$ cat config.mk
export PLATFORM = sky130hd
export DESIGN_NAME = spi_port
export DESIGN_NICKNAME = d
export VERILOG_FILES = /design/src/rtl/spi_port_pkg.sv /design/src/rtl/spi_port_rate.sv /design/src/rtl/spi_port_sync.sv /design/src/rtl/spi_port_shifter.sv /design/src/rtl/spi_port.sv
export SDC_FILE = /design/constraint.sdc
export NUM_CORES = 1
export LEC_CHECK = 0
export BUFFER_PORTS_ARGS = -buffer_cell sky130_fd_sc_hd__clkbuf_2
export CAP_MARGIN = 15
export CORE_ASPECT_RATIO = 0.7
export CORE_MARGIN = 2
export CORE_UTILIZATION = 32
export CTS_CLUSTER_DIAMETER = 50
export CTS_CLUSTER_SIZE = 16
export DETAILED_ROUTE_END_ITERATION = 8
export HOLD_SLACK_MARGIN = 0.08
export PLACE_DENSITY_LB_ADDON = 0.1
export SLEW_MARGIN = 15
export SYNTH_ARGS = -nofsm -noshare
export SYNTH_HDL_FRONTEND = slang
export SYNTH_HIERARCHICAL = 1
export SYNTH_SLANG_ARGS = --single-unit
export TNS_END_PERCENT = 50
$ cat constraint.sdc
create_clock -name clk -period 5.2 [get_ports clk]
set_input_delay 1.56 -clock clk [delete_from_list [all_inputs] [get_ports clk]]
set_output_delay 1.56 -clock clk [all_outputs]
set_load 0.01 [all_outputs]
$ cat src/rtl/spi_port_pkg.sv
package spi_port_pkg;

    typedef struct packed {
        logic       dbl;
        logic [1:0] rate;
        logic       cpha;
        logic       cpol;
        logic       lsb_first;
        logic       master;
        logic       en;
    } ctrl_t;

    localparam logic [1:0] A_CTRL = 2'd0;
    localparam logic [1:0] A_STAT = 2'd1;
    localparam logic [1:0] A_DATA = 2'd2;

    // log2 of the serial half-period in system cycles
    function automatic logic [2:0] half_log2(input logic [1:0] rate, input logic dbl);
        logic [2:0] s;
        s = (rate == 2'd3) ? 3'd6 : {rate, 1'b1};
        return s - {2'b00, dbl};
    endfunction

endpackage

$ cat src/rtl/spi_port_rate.sv
module spi_port_rate
    import spi_port_pkg::*;
#(
    parameter int CNT_W = 7
) (
    input  logic       clk,
    input  logic       rst_n,
    input  logic       run,
    input  logic [1:0] rate,
    input  logic       dbl,
    output logic       tick
);
    logic [CNT_W-1:0] cnt_d, cnt_q;
    logic [CNT_W-1:0] lim;

    always_comb begin
        lim  = CNT_W'((32'd1 << half_log2(rate, dbl)) - 32'd1);
        tick = run && (cnt_q == lim);
        if (!run || tick) cnt_d = '0;
        else              cnt_d = cnt_q + 1'b1;
    end

    always_ff @(posedge clk or negedge rst_n) begin
        if (!rst_n) cnt_q <= '0;
        else        cnt_q <= cnt_d;
    end
endmodule

$ cat src/rtl/spi_port_sync.sv
module spi_port_sync #(
    parameter int           W       = 3,
    parameter int           STAGES  = 2,
    parameter logic [W-1:0] RST_VAL = '0
) (
    input  logic         clk,
    input  logic         rst_n,
    input  logic [W-1:0] din,
    output logic [W-1:0] dout
);
    logic [W-1:0] stg_d [STAGES];
    logic [W-1:0] stg_q [STAGES];

    always_comb begin
        stg_d[0] = din;
        for (int i = 1; i < STAGES; i++) stg_d[i] = stg_q[i-1];
    end

    for (genvar g = 0; g < STAGES; g++) begin : g_stage
        always_ff @(posedge clk or negedge rst_n) begin
            if (!rst_n) stg_q[g] <= RST_VAL;
            else        stg_q[g] <= stg_d[g];
        end
    end

    assign dout = stg_q[STAGES-1];
endmodule

$ cat src/rtl/spi_port_shifter.sv
module spi_port_shifter #(
    parameter int W = 8
) (
    input  logic         clk,
    input  logic         rst_n,
    input  logic         load,
    input  logic [W-1:0] load_val,
    input  logic         do_shift,
    input  logic         shift_in,
    input  logic         lsb_first,
    output logic         out_bit,
    output logic [W-1:0] value
);
    logic [W-1:0] v_d, v_q;

    always_comb begin
        v_d = v_q;
        if (load)           v_d = load_val;
        else if (do_shift)  v_d = lsb_first ? {shift_in, v_q[W-1:1]}
                                            : {v_q[W-2:0], shift_in};
    end

    always_ff @(posedge clk or negedge rst_n) begin
        if (!rst_n) v_q <= '0;
        else        v_q <= v_d;
    end

    assign out_bit = lsb_first ? v_q[0] : v_q[W-1];
    assign value   = v_q;
endmodule

$ cat src/rtl/spi_port.sv
module spi_port
    import spi_port_pkg::*;
#(
    parameter int DATA_W      = 8,
    parameter int SYNC_STAGES = 2,
    parameter int CNT_W       = 7
) (
    input  logic              clk,
    input  logic              rst_n,
    input  logic              wr_en,
    input  logic              rd_en,
    input  logic [1:0]        addr,
    input  logic [DATA_W-1:0] wdata,
    output logic [DATA_W-1:0] rdata,
    output logic              sclk_o,
    output logic              ss_n_o,
    input  logic              sclk_i,
    input  logic              ss_n_i,
    input  logic              sd_i,
    output logic              sd_o
);
    localparam int            EDGES = 2 * DATA_W;
    localparam int            EW    = $clog2(EDGES + 1);
    localparam logic [EW-1:0] LAST  = EW'(EDGES);

    typedef struct packed {
        ctrl_t         ctrl;
        logic          busy;
        logic [EW-1:0] edges;
        logic          sclk;
        logic          rx_bit;
        logic          done;
        logic          wcol;
        logic          arm_done;
        logic          arm_wcol;
        logic          sclk_prev;
    } st_t;

    st_t d, q;

    logic              tick;
    logic              s_sclk, s_ss_n, s_sdi;
    logic              load, do_shift, shift_in, out_bit;
    logic [DATA_W-1:0] sh_val;

    // signals exposed to the bound checker
    logic mode_master, cfg_dbl, flag_done, flag_wcol;
    assign mode_master = q.ctrl.master;
    assign cfg_dbl     = q.ctrl.dbl;
    assign flag_done   = q.done;
    assign flag_wcol   = q.wcol;

    spi_port_rate #(.CNT_W(CNT_W)) u_rate (
        .clk   (clk),
        .rst_n (rst_n),
        .run   (q.busy),
        .rate  (q.ctrl.rate),
        .dbl   (q.ctrl.dbl),
        .tick  (tick)
    );

    spi_port_sync #(.W(3), .STAGES(SYNC_STAGES), .RST_VAL(3'b010)) u_sync (
        .clk   (clk),
        .rst_n (rst_n),
        .din   ({sclk_i, ss_n_i, sd_i}),
        .dout  ({s_sclk, s_ss_n, s_sdi})
    );

    spi_port_shifter #(.W(DATA_W)) u_shift (
        .clk       (clk),
        .rst_n     (rst_n),
        .load      (load),
        .load_val  (wdata),
        .do_shift  (do_shift),
        .shift_in  (shift_in),
        .lsb_first (q.ctrl.lsb_first),
        .out_bit   (out_bit),
        .value     (sh_val)
    );

    always_comb begin
        logic          wr_data, rd_data, wr_ctrl, rd_stat;
        logic          running, m_ev, s_ev, ev, sample, sdi;
        logic [EW-1:0] k;

        d        = q;
        load     = 1'b0;
        do_shift = 1'b0;
        shift_in = q.rx_bit;

        wr_data = wr_en && (addr == A_DATA);
        rd_data = rd_en && (addr == A_DATA);
        wr_ctrl = wr_en && (addr == A_CTRL);
        rd_stat = rd_en && (addr == A_STAT);

        // flag clearing: status read arms, data access clears
        if (rd_stat) begin
            d.arm_done = q.done;
            d.arm_wcol = q.wcol;
        end
        if (wr_data || rd_data) begin
            if (q.arm_done) d.done = 1'b0;
            if (q.arm_wcol) d.wcol = 1'b0;
            d.arm_done = 1'b0;
            d.arm_wcol = 1'b0;
        end

        if (wr_ctrl) d.ctrl = ctrl_t'(wdata[7:0]);

        running = q.ctrl.master ? q.busy : (q.ctrl.en && !s_ss_n);

        // serial edge events
        m_ev   = q.ctrl.en && q.ctrl.master && q.busy && tick;
        s_ev   = q.ctrl.en && !q.ctrl.master && !s_ss_n && (s_sclk != q.sclk_prev);
        ev     = m_ev || s_ev;
        k      = q.edges + 1'b1;
        sample = k[0] ^ q.ctrl.cpha;
        sdi    = q.ctrl.master ? sd_i : s_sdi;

        if (ev) begin
            d.edges = k;
            if (m_ev) d.sclk = ~q.sclk;
            if (sample) begin
                d.rx_bit = sdi;
                if (k == LAST) begin
                    do_shift = 1'b1;
                    shift_in = sdi;
                end
            end else if (!(q.ctrl.cpha && k == EW'(1))) begin
                do_shift = 1'b1;
            end
            if (k == LAST) begin
                d.edges = '0;
                d.done  = 1'b1;
                d.busy  = 1'b0;
            end
        end

        d.sclk_prev = s_sclk;
        if (!q.ctrl.master && s_ss_n) d.edges = '0;

        // data write: load or collide
        if (wr_data) begin
            if (running) begin
                d.wcol = 1'b1;
            end else begin
                load = 1'b1;
                if (q.ctrl.en && q.ctrl.master) begin
                    d.busy  = 1'b1;
                    d.edges = '0;
                    d.sclk  = q.ctrl.cpol;
                end
            end
        end

        if (!q.ctrl.en) begin
            d.busy  = 1'b0;
            d.edges = '0;
        end
    end

    always_ff @(posedge clk or negedge rst_n) begin
        if (!rst_n) q <= '0;
        else        q <= d;
    end

    always_comb begin
        case (addr)
            A_CTRL:  rdata = DATA_W'(q.ctrl);
            A_STAT:  rdata = DATA_W'({q.wcol, q.done});
            A_DATA:  rdata = sh_val;
            default: rdata = '0;
        endcase
    end

    assign sclk_o = q.busy ? q.sclk : q.ctrl.cpol;
    assign ss_n_o = !q.busy;
    assign sd_o   = out_bit;
endmodule

==> results.md <==
- Outcome: finished clean
- Async set-reset flop share out of synthesis: 100%
- Clock transition at path regs: 0.06 ns
- Slew Limit Headroom: between 40 and 50%
- Crit end category: flop
- Max VDD drop: approximately 0.00014 V
- Grt ovf: 0
- Syn Area/Cell: 10.2 sq um
- Core Footprint: ~8000 sq um
- Pin count of the biggest net entering global routing: between 40 and 50
- Lkg Pwr: roughly 1.3 nW
- Slew of the pin with the lowest slew margin: around 0.8 ns
- CP Launch Type: flop
- Post-synthesis instance total: between 200 and 300
- Max-slew violation count: 0
- Seq/Total Area, Yosys: 40.3%
- Area Overhead vs Synth: 15.9%
- # DRC: 0
- GPL Wtd Cong: approximately 0.83
- I/O pin count: 28
- Worst endpoint required time: between 5 and 6 ns
- CTS tree: built
- Die area: around 8900 sq um
- Yosys top cell area share: between 30% and 40%
- Total negative slack: 0 ns
- Drt via density: slightly above 5
- Internal power: 0.714 mW
- Worst min path class: flop to flop
- Share of cells above drive strength 1: ~26%
- Worst Hold Path Cells: 0
- Reg2Reg Depth: 18
- CTS max path bufs: 2
- # rows: 27
- Remaining antenna violation count: 0
- P per Cell Area: 347 nW/um^2
- DR vias: between 1,500 and 2,000
- MaxCap Viol Count: 0
- Number of port buffers: 27
- Clock Latency Late Sink: 0.28 ns
- Ys Warns: 6
- # diodes: 0
- Power Total: about 1.1 mW
- Yosys top cell by area: dfrtp_1
- Setup Skew: roughly 0.0046 ns
- RSZ-0062 raised after global routing: no
- Switching power: ~0.34 mW
- Drt first pass iters: 4
- Minimum clock period: roughly 4.7 ns
- Die W: 112 um
- Starting density of the core: 33.0%
- CTS Buf Count: 5
- Fin crit share: between 90 and 100%
- Cell area after synthesis: approximately 2600 sq um
- Peak fanout along the critical path: 14
- Ranking of synthesized cells by area: dfrtp_1 38%, mux2i_1 6.5%, mux2_2 4.7%, nand2_1 3.6%, xnor2_1 3.0%
- Synth cell types: 58
- DR iter-0 viols: 52
- Nets: 311
- Final hold viol count: 0
- WL final: between 6000 and 7000 um
- EDFF count, synth: 0
- Initial antenna violation count: 0
- Critical path data arrival time: between 4 and 5 ns
- Reg power frac: roughly two fifths
- Clk sink count: between 40 and 50
- # fillers: 808
- WS Path Type: flop to flop
- Synthesized net count: 279
- H-tree Lvls: 2
- WL/cell: around 16 um
- Final setup violation count: 0
- Tot GR Track Use: 14.5%
- Die Span Y: about 80 um
- Yosys reg bits: between 40 and 50
- Post-DP HPWL: roughly 4500 um
- First-pass GRT wire length: roughly 10,000 um
- Post-CTS Setup Inserts: 0
- Vias in the first global route: slightly below 2,000
- Most used DFF post-synth: dfrtp_1
- Sw Share: ~32%
- Fmax: 213 MHz
- Comb pwr share: approximately 30%
- Root Driver: clkbuf_16
- Clk network pwr share: between 30 and 40%
## sequential cells by signal, indices dropped and copies added, names as in the netlist
signal and cells:
u_sync/stg_d 3, cfg_dbl 1, flag_wcol 1, u_sync/dout 3, flag_done 1, u_shift/value 8, q 17, mode_master 1
u_rate/cnt_q 7
## kinds of logic after synthesis
group / share of synthesized area (%)
flip-flops: 40.3
buffers and inverters: 3.74
AO/OA/AOI/OAI: 16.3
XOR/XNOR: 4.69
multiplexers: 11.7
adder cells (fa/ha/maj): 2.39
AND/OR/NAND/NOR: 20.9
## layer usage
metal  GRT usage [%]  share of wire [%]
met1            21.6                 55
met2            21.3                 42
met3            3.19                3.0
met4            3.29               0.72
met5               0                  0
## power groups by stage
stage | Combinational (mW) | Clock (mW) | Sequential (mW)
final | 0.310 | 0.322 | 0.420
after global routing | 0.345 | 0.351 | 0.427
after CTS | 0.311 | 0.332 | 0.420
after detailed placement | 0.310 | 0 | 0.426
after global placement | 0.310 | 0 | 0.427
after floorplan | 0.234 | 0 | 0.405
## layout make-up
| class | count | area [sq um] | share of cell area (%) |
|---|---|---|---|
| well taps | 101 | 126 | 4.17 |
| clock inverters | 2 | 12.5 | 0.413 |
| multi-input cells | 196 | 1470 | 48.5 |
| repair buffers | 35 | 195 | 6.44 |
| clock buffers | 6 | 139 | 4.58 |
| inverters | 9 | 33.8 | 1.12 |
| flip-flops and latches | 42 | 1050 | 34.8 |
## synth_stat cells (3+ instances only)
cell and instances:
nor2b_1 7, nand2b_1 3, mux2i_1 17, a211oi_1 6, and2_1 3, nor3_1 3, ha_1 5, xnor2_1 9
mux2_2 11, xor2_1 5, o21ai_0 10, a21oi_1 8, or3b_2 6, buf_2 3, nor2_1 13, and3_1 3
buf_6 3, nand2_1 25, inv_1 9, a22o_1 3, nand3_1 6, dfrtp_1 40, o31ai_1 4, a21o_1 4
o211ai_1 6
## path summary, 6_finish.rpt
path,from,endpoint,slack (ns)
worst max-delay path,q[19]$_DFFE_PN0P_,u_shift/value[7]$_DFFE_PN0P_,0.50
worst min-delay path,u_sync/stg_d[2]$_DFF_PN0_,u_sync/dout[2]$_DFF_PN0_,0.35
worst max register to register,q[19]$_DFFE_PN0P_,u_shift/value[7]$_DFFE_PN0P_,0.50
worst min register to register,u_sync/stg_d[2]$_DFF_PN0_,u_sync/dout[2]$_DFF_PN0_,0.35
max in group asynchronous,rst_n,q[2]$_DFFE_PN0P_,3.46
min in group asynchronous,rst_n,u_shift/value[2]$_DFFE_PN0P_,1.35
## stage by stage
step | cell area, sq um | utilization, % | setup slack, ns | hold WS (ns) | std cells
floorplan | 2610 | - | 0.907 | 0.331 | 257
global placement | 2870 | 36.3 | 0.485 | 0.332 | 383
detailed placement | 2870 | 36.3 | 0.371 | 0.335 | 383
CTS | 3020 | 38.2 | 0.341 | 0.349 | 391
global route | 3030 | 38.3 | 0.128 | 0.365 | 391
finish | 3030 | 38.3 | 0.503 | 0.348 | 391
## critical path, stage by stage (launching register included)
cell	delay, ns
dfrtp_1	0.37
and2_1	0.17
ha_1	0.25
xnor2_1	0.15
buf_4	0.16
nor2b_1	0.14
nand2_1	0.07
ha_1	0.33
and4bb_2	0.28
o41ai_1	0.44
and3_1	0.24
a211oi_2	0.05
and3_1	0.23
nand4_2	0.10
a21boi_4	0.40
nor4_2	0.11
or3_1	0.54
or3b_2	0.50
o211ai_1	0.10
## placed cells by master (no fill, tap or decap), types with 2 or more instances in the layout
cell type / count
a211oi_1: 6
a21o_1: 4
a21oi_1: 8
a22o_1: 3
and2_1: 3
and3_1: 3
and3b_1: 2
buf_4: 8
clkbuf_16: 5
clkbuf_2: 27
dfrtp_1: 40
dfstp_2: 2
ha_1: 5
inv_1: 9
mux2_2: 11
mux2i_1: 17
nand2_1: 25
nand2b_1: 3
nand3_1: 6
nand4_1: 2
nor2_1: 13
nor2b_1: 7
nor3_1: 3
nor3b_1: 2
nor3b_2: 2
o211ai_1: 6
o211ai_2: 2
o21a_1: 2
o21ai_0: 10
o31ai_1: 4
or3_1: 2
or3b_1: 2
or3b_2: 6
or4_1: 2
xnor2_1: 9
xor2_1: 5
## what timing repair did
| item | in CTS | in global routing |
|---|---|---|
| setup endpoints to repair | 0 | 6 |
| hold buffers | 0 | 0 |
| gates resized for setup | 0 | 1 |
| endpoints found under the hold margin | 0 | 0 |
Power figures use the tool's default switching activity.
